### src/rtl/fbctl_pkg.sv
package fbctl_pkg;

    localparam logic [31:0] A_WIDTH   = 32'h0000_0118;
    localparam logic [31:0] A_HEIGHT  = 32'h0000_0150;
    localparam logic [31:0] A_CTRL    = 32'h0000_0300;
    localparam logic [31:0] A_START   = 32'h0000_0400;
    localparam logic [31:0] A_CPOS    = 32'h0000_0638;
    localparam logic [31:0] A_CPAL_LO = 32'h0000_0508;
    localparam logic [31:0] A_CPAL_HI = 32'h0000_0520;
    localparam logic [31:0] A_PAL_LO  = 32'h0000_0800;
    localparam logic [31:0] A_PAT_LO  = 32'h0000_1000;
    localparam logic [31:0] A_SRST    = 32'h0010_0000;

    localparam int unsigned CPAL_N     = 3;
    localparam int unsigned CY_W       = 12;
    localparam int unsigned CB_BLANK   = 10;
    localparam int unsigned CB_NOCUR   = 23;
    localparam int unsigned CB_DEPTH   = 20;

    typedef enum logic [3:0] {
        K_NONE, K_WIDTH, K_HEIGHT, K_CTRL, K_START, K_CPOS,
        K_CPAL, K_PAL, K_PAT, K_TIMING, K_SRST
    } acc_kind_e;

    typedef struct packed {
        logic [31:0] data;
        logic        err;
        logic        from_pat;
    } rd_rsp_t;

    function automatic logic [4:0] depth_of(input logic [2:0] code);
        case (code)
            3'd0:    return 5'd1;
            3'd1:    return 5'd2;
            3'd2:    return 5'd4;
            3'd3:    return 5'd8;
            3'd4:    return 5'd15;
            3'd5:    return 5'd16;
            default: return 5'd0;
        endcase
    endfunction

    function automatic logic is_timing(input logic [31:0] a);
        case (a)
            32'h000, 32'h108, 32'h110, 32'h120, 32'h128, 32'h130, 32'h138,
            32'h140, 32'h148, 32'h158, 32'h160, 32'h168, 32'h170, 32'h200:
                return 1'b1;
            default:
                return 1'b0;
        endcase
    endfunction

endpackage

### src/rtl/fbctl_decode.sv
module fbctl_decode
    import fbctl_pkg::*;
#(
    parameter int unsigned ADDR_W = 21,
    parameter int unsigned PAL_N  = 256,
    parameter int unsigned PAT_N  = 512,
    localparam int unsigned PAL_IW = $clog2(PAL_N),
    localparam int unsigned PAT_IW = $clog2(PAT_N)
) (
    input  logic [ADDR_W-1:0] addr,
    output acc_kind_e         kind,
    output logic [PAT_IW-1:0] idx
);
    localparam logic [31:0] PAL_END = A_PAL_LO + 32'(PAL_N * 8);
    localparam logic [31:0] PAT_END = A_PAT_LO + 32'(PAT_N * 8);

    logic [31:0] a;
    logic [1:0]  cpal_sel;

    assign a        = 32'(addr);
    assign cpal_sel = addr[4:3] - 2'd1;

    always_comb begin
        kind = K_NONE;
        idx  = '0;
        if (a >= A_PAL_LO && a < PAL_END) begin
            kind = K_PAL;
            idx  = PAT_IW'(addr[PAL_IW+2:3]);
        end else if (a >= A_PAT_LO && a < PAT_END) begin
            kind = K_PAT;
            idx  = addr[PAT_IW+2:3];
        end else if (a >= A_CPAL_LO && a < A_CPAL_HI) begin
            kind = K_CPAL;
            idx  = PAT_IW'(cpal_sel);
        end else begin
            case (a)
                A_WIDTH:  kind = K_WIDTH;
                A_HEIGHT: kind = K_HEIGHT;
                A_CTRL:   kind = K_CTRL;
                A_START:  kind = K_START;
                A_CPOS:   kind = K_CPOS;
                A_SRST:   kind = K_SRST;
                default:  kind = is_timing(a) ? K_TIMING : K_NONE;
            endcase
        end
    end
endmodule

### src/rtl/fbctl_sweep.sv
module fbctl_sweep #(
    parameter int unsigned PAL_N = 256,
    parameter int unsigned PAT_N = 512,
    localparam int unsigned PAT_IW = $clog2(PAT_N)
) (
    input  logic              clk,
    input  logic              rst,
    input  logic              start,
    output logic              busy,
    output logic              pal_en,
    output logic [PAT_IW-1:0] idx
);
    localparam logic [PAT_IW-1:0] LAST = PAT_IW'(PAT_N - 1);

    always_ff @(posedge clk) begin
        if (rst || start) begin
            busy <= 1'b1;
            idx  <= '0;
        end else if (busy) begin
            if (idx == LAST) begin
                busy <= 1'b0;
            end else begin
                idx <= idx + 1'b1;
            end
        end
    end

    assign pal_en = busy && (32'(idx) < PAL_N);
endmodule

### src/rtl/fbctl_irq.sv
module fbctl_irq (
    input  logic clk,
    input  logic rst,
    input  logic any_wr,
    input  logic frame_done,
    output logic irq
);
    always_ff @(posedge clk) begin
        if (rst || any_wr) begin
            irq <= 1'b0;
        end else if (frame_done) begin
            irq <= 1'b1;
        end
    end
endmodule

### src/rtl/fbctl_regbank.sv
module fbctl_regbank
    import fbctl_pkg::*;
#(
    parameter int unsigned ADDR_W = 21,
    parameter int unsigned DIM_W  = 16,
    parameter int unsigned CUR_XW = 12,
    parameter int unsigned PAL_N  = 256,
    parameter int unsigned PAT_N  = 512,
    localparam int unsigned PAL_IW = $clog2(PAL_N),
    localparam int unsigned PAT_IW = $clog2(PAT_N)
) (
    input  logic              clk,
    input  logic              rst,
    input  logic [ADDR_W-1:0] bus_addr,
    input  logic [31:0]       bus_wdata,
    input  logic              bus_wr,
    input  logic              bus_rd,
    output logic [31:0]       bus_rdata,
    output logic              bus_err,
    input  logic              frame_done,
    output logic              irq_out,
    output logic [DIM_W-1:0]  width_px,
    output logic [DIM_W-1:0]  height_ln,
    output logic [4:0]        pix_depth,
    output logic              blank_force,
    output logic              cursor_off,
    output logic [31:0]       screen_start,
    output logic [CUR_XW-1:0] cursor_x,
    output logic [11:0]       cursor_y,
    output logic              pal_we,
    output logic [PAL_IW-1:0] pal_idx,
    output logic [23:0]       pal_rgb,
    output logic              pat_we,
    output logic [PAT_IW-1:0] pat_idx,
    output logic [15:0]       pat_data,
    input  logic [15:0]       pat_rdata
);
    localparam int unsigned CPOS_W = CUR_XW + CY_W;

    acc_kind_e         kind;
    logic [PAT_IW-1:0] idx;
    logic              srst;
    logic              busy;
    logic              sw_pal_en;
    logic [PAT_IW-1:0] sw_idx;

    logic [31:0]       ctrl_q;
    logic [CPOS_W-1:0] cpos_q;
    logic [23:0]       cpal_q [CPAL_N];
    rd_rsp_t           rsp_d;
    rd_rsp_t           rsp_q;

    fbctl_decode #(.ADDR_W(ADDR_W), .PAL_N(PAL_N), .PAT_N(PAT_N)) u_dec (
        .addr (bus_addr),
        .kind (kind),
        .idx  (idx)
    );

    assign srst = bus_wr && (kind == K_SRST);

    fbctl_sweep #(.PAL_N(PAL_N), .PAT_N(PAT_N)) u_sweep (
        .clk    (clk),
        .rst    (rst),
        .start  (srst),
        .busy   (busy),
        .pal_en (sw_pal_en),
        .idx    (sw_idx)
    );

    fbctl_irq u_irq (
        .clk        (clk),
        .rst        (rst),
        .any_wr     (bus_wr),
        .frame_done (frame_done),
        .irq        (irq_out)
    );

    // scalar registers
    always_ff @(posedge clk) begin
        if (rst || srst) begin
            ctrl_q       <= '0;
            width_px     <= '0;
            height_ln    <= '0;
            screen_start <= '0;
            cpos_q       <= '0;
        end else if (bus_wr) begin
            case (kind)
                K_WIDTH:  width_px     <= DIM_W'({bus_wdata, 2'b00});
                K_HEIGHT: height_ln    <= DIM_W'(bus_wdata >> 1);
                K_CTRL:   ctrl_q       <= bus_wdata;
                K_START:  screen_start <= bus_wdata;
                K_CPOS:   cpos_q       <= bus_wdata[CPOS_W-1:0];
                default:  ;
            endcase
        end
    end

    // cursor colour entries
    for (genvar g = 0; g < CPAL_N; g++) begin : g_cpal
        always_ff @(posedge clk) begin
            if (rst || srst) begin
                cpal_q[g] <= '0;
            end else if (bus_wr && kind == K_CPAL && idx == PAT_IW'(g)) begin
                cpal_q[g] <= bus_wdata[23:0];
            end
        end
    end

    assign pix_depth   = depth_of(ctrl_q[CB_DEPTH+2:CB_DEPTH]);
    assign blank_force = ctrl_q[CB_BLANK];
    assign cursor_off  = ctrl_q[CB_NOCUR];
    assign cursor_y    = cpos_q[CY_W-1:0];
    assign cursor_x    = cpos_q[CPOS_W-1:CY_W];

    // external memory write ports: sweep owns them while busy
    always_comb begin
        if (busy) begin
            pat_we   = 1'b1;
            pat_idx  = sw_idx;
            pat_data = '0;
            pal_we   = sw_pal_en;
            pal_idx  = sw_idx[PAL_IW-1:0];
            pal_rgb  = '0;
        end else begin
            pat_we   = bus_wr && (kind == K_PAT);
            pat_idx  = idx;
            pat_data = bus_wdata[15:0];
            pal_we   = bus_wr && (kind == K_PAL);
            pal_idx  = idx[PAL_IW-1:0];
            pal_rgb  = bus_wdata[23:0];
        end
    end

    // read response
    always_comb begin
        rsp_d = '0;
        if (bus_rd) begin
            case (kind)
                K_WIDTH:  rsp_d.data = 32'(width_px >> 2);
                K_HEIGHT: rsp_d.data = 32'({height_ln, 1'b0});
                K_CTRL:   rsp_d.data = ctrl_q;
                K_CPAL:   rsp_d.data = {8'h00, cpal_q[idx[1:0]]};
                K_PAT:    rsp_d.from_pat = 1'b1;
                default:  rsp_d.err = 1'b1;
            endcase
        end else if (bus_wr && kind == K_NONE) begin
            rsp_d.err = 1'b1;
        end
    end

    always_ff @(posedge clk) begin
        if (rst) begin
            rsp_q <= '0;
        end else begin
            rsp_q <= rsp_d;
        end
    end

    assign bus_rdata = rsp_q.from_pat ? 32'(pat_rdata) : rsp_q.data;
    assign bus_err   = rsp_q.err;
endmodule

### config.mk
export PLATFORM = sky130hd
export DESIGN_NAME = fbctl_regbank
export DESIGN_NICKNAME = d
export VERILOG_FILES = /design/src/rtl/fbctl_pkg.sv /design/src/rtl/fbctl_decode.sv /design/src/rtl/fbctl_sweep.sv /design/src/rtl/fbctl_irq.sv /design/src/rtl/fbctl_regbank.sv
export SDC_FILE = /design/constraint.sdc
export NUM_CORES = 1
export LEC_CHECK = 0
export BUFFER_PORTS_ARGS = -buffer_cell sky130_fd_sc_hd__buf_2
export CORE_AREA = 8 8 189 191
export DETAILED_ROUTE_END_ITERATION = 8
export DIE_AREA = 0 0 197 199
export PLACE_DENSITY = 0.64
export SLEW_MARGIN = 10
export SYNTH_ARGS = -nofsm -noshare
export SYNTH_HDL_FRONTEND = slang
export SYNTH_SLANG_ARGS = --single-unit
### constraint.sdc
create_clock -name clk -period 4.5 [get_ports clk]
set_clock_uncertainty 0.2 [all_clocks]
set_input_delay 0.45 -clock clk [delete_from_list [all_inputs] [get_ports clk]]
set_output_delay 0.45 -clock clk [all_outputs]
set_load 0.05 [all_outputs]
### Word level (Yosys, flattened, before mapping)

Memories as Yosys holds them, arrays and structs flattened.
Index checks and enable logic that the tools add are counted.

* output and inout bits: 188
* word-level logic and storage cells: 132
* bits in writable memories: 72
* memories kept: 1
* register bits after elaboration: 163

* muxes and demuxes: 42
* bitwise operators: 5
* equality and inequality tests: 36
* $add $sub $neg: 2
* $lt $le $gt $ge: 7
* reduce and logical (&&, ||, !) cells: 28

Memory list
* cpal_q: words 3, width 24, rd ports 1, clocked after Yosys merged registers in 0, wr ports 3, line fbctl_regbank.sv:49 `logic [23:0] cpal_q [CPAL_N];`

Operators with widths (count)
* $eq 21x9->1 const B: 14
* $pmux 32 s4: 1
* $mux 24: 4
* $eq 21x10->1 const B: 2
* $eq 21x11->1 const B: 2
* $logic_not 32->1: 1
* $mux 32: 1
* $pmux 5 s6: 1
* $mux 9: 3
* $mux 1: 24
* $pmux 4 s6: 1
* $eq 21x21->1 const B: 1
* $ge 21x11->1 const B: 1
* $ge 21x12->1 const B: 1
* $ge 21x13->1 const B: 1
* $lt 21x11->1 const B: 1
* $lt 21x13->1 const B: 1
* $lt 21x14->1 const B: 1
* $eq 4x3->1 const B: 4
* $mux 16: 1
* $mux 4: 4
* $reduce_or 14->1: 1
* $logic_and 1x1->1: 12
* $reduce_and 2->1: 6
* other kinds (23): 31

### Depth between registers and ports, before layout

* depth in word-level cells: 19
* gate-level depth with buffers: 13
* gate-level depth less buffers: 9

### Cells and area by module

From an unflattened synthesis, not the netlist that was laid out.

* cells, all modules: 1278
* area, all modules: 11747.5 um2

By module, submodules not included
* fbctl_regbank: sequential area each 5205.0 um2, times used 1, cells each 1150, area each 10730.3 um2
* fbctl_decode: sequential area each 0.0 um2, times used 1, cells each 74, area each 525.5 um2
* fbctl_sweep: sequential area each 200.2 um2, times used 1, cells each 51, area each 457.9 um2
* fbctl_irq: sequential area each 20.0 um2, times used 1, cells each 3, area each 33.8 um2

### Least setup slack after synthesis

Ideal clock, no wire load.

* path kind: input -> output
* from: input bus_addr[15]
* to: output pat_idx[1]
* cell stages on the path: 7
* data required time: 3.850 ns
* data arrival time: 3.393 ns
* path buffers: 2
* setup slack: 0.457 ns
* path through: or4_1 > buf_2 > or3_4 > or4_4 > o21a_1 > mux2i_1 > buf_4

* word-level cells in the longest chain between the ends: 6
* elaborated cells between the ends (all ways): 13

Ends and longest elaborated chain
* start, declared: line fbctl_regbank.sv:14 `input logic [ADDR_W-1:0] bus_addr,`
* $ge 21x11->1 / $lt 21x11->1 (equally long branches): line fbctl_decode.sv:32 `end else if (a >= A_CPAL_LO && a < A_CPAL_HI) begin`
* $logic_and 1x1->1: line fbctl_decode.sv:32
* $mux 2: line fbctl_decode.sv:32
* $mux 9: line fbctl_decode.sv:29 `end else if (a >= A_PAT_LO && a < PAT_END) begin`
* $mux 9 *: line fbctl_decode.sv:26 `if (a >= A_PAL_LO && a < PAL_END) begin`
* $mux 9 *: line fbctl_regbank.sv:117 `if (busy) begin`
* end, declared: line fbctl_regbank.sv:34 `output logic [PAT_IW-1:0] pat_idx,`

Mark *: on every way between the ends. The rest lies on a longest branch, timed or not.

### Worst setup path in the final report

* from: input bus_addr[15]
* to: output pal_we

* word-level cells in the longest chain between the ends: 15
* elaborated cells between the ends (all ways): 43

Ends and longest elaborated chain
* $eq 21x9->1, or another cell as far along: line fbctl_pkg.sv:44 `case (a)`
* $reduce_or 14->1: line fbctl_pkg.sv:44
* $mux 1: line fbctl_pkg.sv:44
* $mux 1: line fbctl_decode.sv:36 `case (a)`
* $mux 1: line fbctl_decode.sv:32
* $mux 1: line fbctl_decode.sv:29
* $mux 1: line fbctl_decode.sv:26
* $mux 4: line fbctl_decode.sv:43 `default: kind = is_timing(a) ? K_TIMING : K_NONE;`
* $pmux 4 s6: line fbctl_decode.sv:36
* $mux 4: line fbctl_decode.sv:32
* $mux 4: line fbctl_decode.sv:29
* $mux 4 *: line fbctl_decode.sv:26
* $eq 4x3->1 *: line fbctl_regbank.sv:128 `pal_we = bus_wr && (kind == K_PAL);`
* $logic_and 1x1->1 *: line fbctl_regbank.sv:128
* $mux 1 *: line fbctl_regbank.sv:117
* end, declared: line fbctl_regbank.sv:30 `output logic pal_we,`

Mark *: on every way between the ends. The rest lies on a longest branch, timed or not. The select of a mux whose other input is x is not followed.

==> results by group <==
Run status
  – Run status: finished clean

Synthesis
  – Post-Synth Adder-Cell Area: 0.587%
  – FFs w/ async S/R, synth: 0%
  – EDFF count, synth: 72
  – Main combinational cell family by area after synthesis: simple AND/OR/NAND/NOR gates
  – Post-synthesis register bit count: 235
  – Compound-gate portion of the synthesized area: 10.6%
  – Top-count cell post-synth: dfxtp_1
  – Seq/Total Area, Yosys: 50.9%
  – Multiplexer share of the synthesized area: 9.59%
  – Post-synthesis simple-gate area fraction: 22.1%
  – Xor/xnor share of the synthesized area: less than 1%
  – Synth unique cells: just over 60
  – Synth cell count leaders: 163 x dfxtp_1, 126 x nand2_1, 109 x nor2_1, 91 x a21oi_1, 83 x mux2i_1
  – Yosys top cell area share: a little over 30%
  – Largest area contributor in the netlist: dfxtp_1
  – Synth warn: 0
  – Mapped Cells: 1095
  – Synth area leaders: dfxtp_1 31%, edfxtp_1 20%, mux2i_1 7.8%, and2_1 4.8%, nand2_1 4.4%
  – Synthesized area: around 11000 um^2
  – Syn avg cell area: 9.74 um^2
  – Synth Flop Type: dfxtp_1

Worst hold path
  – Worst Hold Class: in -> reg
  – Min-delay src: bus_wdata[8]
  – Worst Hold Path EP: ctrl_q[8]
  – Worst Hold Path Cells: 3

Timing
  – FMAX: 0.275 GHz
  – Max-slew headroom: 34.4%
  – RSZ-0062 raised after global routing: false
  – Final worst-path cycle share: 80.9%
  – Slew @ Worst Pin: around 980 ps
  – Final setup fails: 0
  – Post-route setup TNS: 0 ps
  – Final WS setup: 859 ps
  – Fin. Hold Viols: 0
  – Final Max Slew Viols: 0
  – Fin crit period: 3640 ps

Clock network
  – Worst-path clk slew: 60 ps
  – Clock sink count: 235
  – Max Root-Sink Buffers: 3
  – CTS H-Tree Depth: 1
  – Clock Latency Late Sink: 540 ps
  – Post-CTS Resized: 0
  – TritonCTS buffer count: 27
  – CTS tree: done
  – Root Buffer: clkbuf_16

Worst setup path
  – Critical path required time: 3850 ps
  – Setup crit start kind: primary input
  – Setup CP Type: in -> out
  – Reg2reg setup slack: 2240 ps
  – Worst reg2reg path startpoint: u_sweep.idx[0]
  – CP max stage delay: around 660 ps
  – Worst R2R Path Depth: 9
  – Critical path arrival: 2990 ps
  – Slowest-stage cell, CP: or4_1
  – CP Cell Sequence: buf_2 -> or4_1 -> nor4_1 -> nand4b_1 -> a41oi_2 -> nand3_1 -> o21ai_0 -> buf_2
  – Most frequent CP cell: buf_2
  – Critical Path Sink Type: primary output
  – Critical-path maximum fanout: 6
  – Reg2Reg Capture Point: u_sweep.idx[7]

Power and ir drop
  – Maximum vdd drop: 0.271 mV
  – Combinational group share of total power: 4.9%
  – Pwr per Cell Area: 351 nW/um^2
  – Leak: 5.72 nW
  – Flop pwr share: approximately 48%
  – Switch Pwr: 0.00105 W
  – P_int: roughly 0.0036 W
  – Switching Fraction: approximately 22%
  – Clock power frac: 47.3%

Routing
  – Via/cell ratio: 4.90
  – Pre-antenna DRT Iters: 5
  – Drt initial violations: 500
  – Mean routed wirelength per cell: 19.2 um
  – DRT Wirelength: 34.3 mm
  – Wire length on met3: 2.57 mm
  – Highest metal used: met4
  – ANT nets after route: 0
  – DRC Markers: 0
  – Via count: 8765
  – DRT met1 WL: roughly 15 mm
  – Met2 wire len: 16.2 mm

Cells and area
  – Share of layout cells above drive strength 1: between 20% and 30%
  – Nets: between 1000 and 1500
  – Fill cells: 3302
  – Post-route cell area: 13300 um^2
  – FF+latch area: ~5400 um^2
  – Layout area overhead: 24.4%
  – Multi-input gate area: 4740 um^2
  – Non-filler cells, final: 1788

GRT
  – First-pass GRT wire length: 51.8 mm
  – Initial antenna violation count: 1
  – Gr ovfl total: 0
  – GRT Util Overall: 16.8%
  – Largest net degree at the start of global routing: 102
  – Number of global-route vias before repair: 8737

Floorplanning
  – Die height: 199 um
  – Core area: between 30000 and 40000 um^2
  – IO Pins: 262
  – Initial core utilization: 32.4%
  – Die area: 39200 um^2
  – Die Wd: ~200 um
  – FP Rows: 67

Placement
  – DP Area: approximately 12000 um^2
  – Hpwl dp: 23.2 mm
  – Placed cells: 1729
  – Setup WS pre-CTS: 659 ps
  – IO buf count: 259
  – GPL Wtd Cong: just under 0.9

Flow run
  – Max Cap Viol: 0
[metal layers]
metal  global-route usage, %  vias to the layer above
li1                        -                     4255
met1                    21.1                     4151
met2                    28.4                      309
met3                    3.91                       50
met4                    4.68                        0
met5                       0                        -
[layout by cell type, fill, tap and decap left out, types with 7 or more instances in the layout]
cell type	Yosys	routed
buf_2	20	259
dfxtp_1	163	161
nand2_1	126	126
nor2_1	109	108
a21oi_1	91	91
mux2i_1	83	83
and2_1	81	81
edfxtp_1	72	72
nor2b_1	41	41
clkbuf_16	0	27
o21ai_0	25	25
nand3_1	24	24
buf_4	31	22
mux2_2	17	17
o2bb2ai_1	17	17
nand4_1	13	13
a222oi_1	13	13
nor3_1	12	10
dlygate4sd3_1	0	9
inv_1	8	8
nor4_1	11	8
a22o_1	7	7
[final cells by class]
class	count	area share [%]
Multi-Input combinational cell	754	35.7
Inverter	8	0.226
Clock buffer	36	5.58
Tap cell	448	4.23
Antenna cell	1	0.0189
Sequential cell	235	40.9
Clock inverter	13	1.13
Timing Repair Buffer	293	12.2
[logic make-up (layout without fill, tap and decap cells)]
logic type	after synthesis	count (layout)
simple gates	461	461
flops	235	235
compound gates	176	176
buf+inv	107	350
mux	100	100
xor+xnor	10	10
fa+ha+maj	5	5
other cells	1	3
[registers in the layout, indices dropped and copies added (netlist names)]
register	flops
u_sweep.idx	9
rsp_q	33
ctrl_q	32
screen_start	32
bus_err	1
width_px	14
cpal_q	72
height_ln	16
cpos_q	24
u_sweep.busy	1
u_irq.irq	1
[power by group through the flow]
stage,clock network (W),registers (W),logic (W)
2_1_floorplan,0,0.00227,0.000114
3_3_place_gp,0,0.00227,0.000223
3_5_place_dp,0,0.00227,0.000223
4_1_cts,0.00226,0.00223,0.000230
5_1_grt,0.00235,0.00223,0.000249
6_report,0.00220,0.00223,0.000229
[worst max-delay path by stage]
stage                         end          from
floorplan              pat_idx[1]  bus_addr[15]
global placement    cpal_q[1][18]  bus_addr[15]
detailed placement   cpal_q[1][9]  bus_addr[15]
CTS                    pat_idx[1]  bus_addr[15]
global route               pal_we  bus_addr[16]
finish                     pal_we  bus_addr[15]
[per-stage QoR]
step | power (W) | hold WS [ps] | util [%]
after global placement | 0.00249 | 234 | 37.4
after floorplan | 0.00239 | 227 | -
after detailed placement | 0.00250 | 238 | 37.4
after CTS | 0.00471 | 15.7 | 40.4
after global routing | 0.00482 | 17.8 | 40.4
final | 0.00466 | 30.9 | 40.4
[critical path: cells and delay by family]
kind | cells | cell delay [ps]
buffers and inverters | 2 | 430
and+or+nand+nor | 4 | 1610
AOI/OAI and AO/OA | 2 | 490
[repair_timing]
| item | 4_1_cts | 5_1_grt |
|---|---|---|
| endpoints found under the setup margin | 0 | 0 |
| hold endpoints to repair | 17 | 0 |
| setup buffers | 0 | 0 |
| hold buffers | 9 | 0 |
No activity file was read; power rests on OpenSTA's default activity.
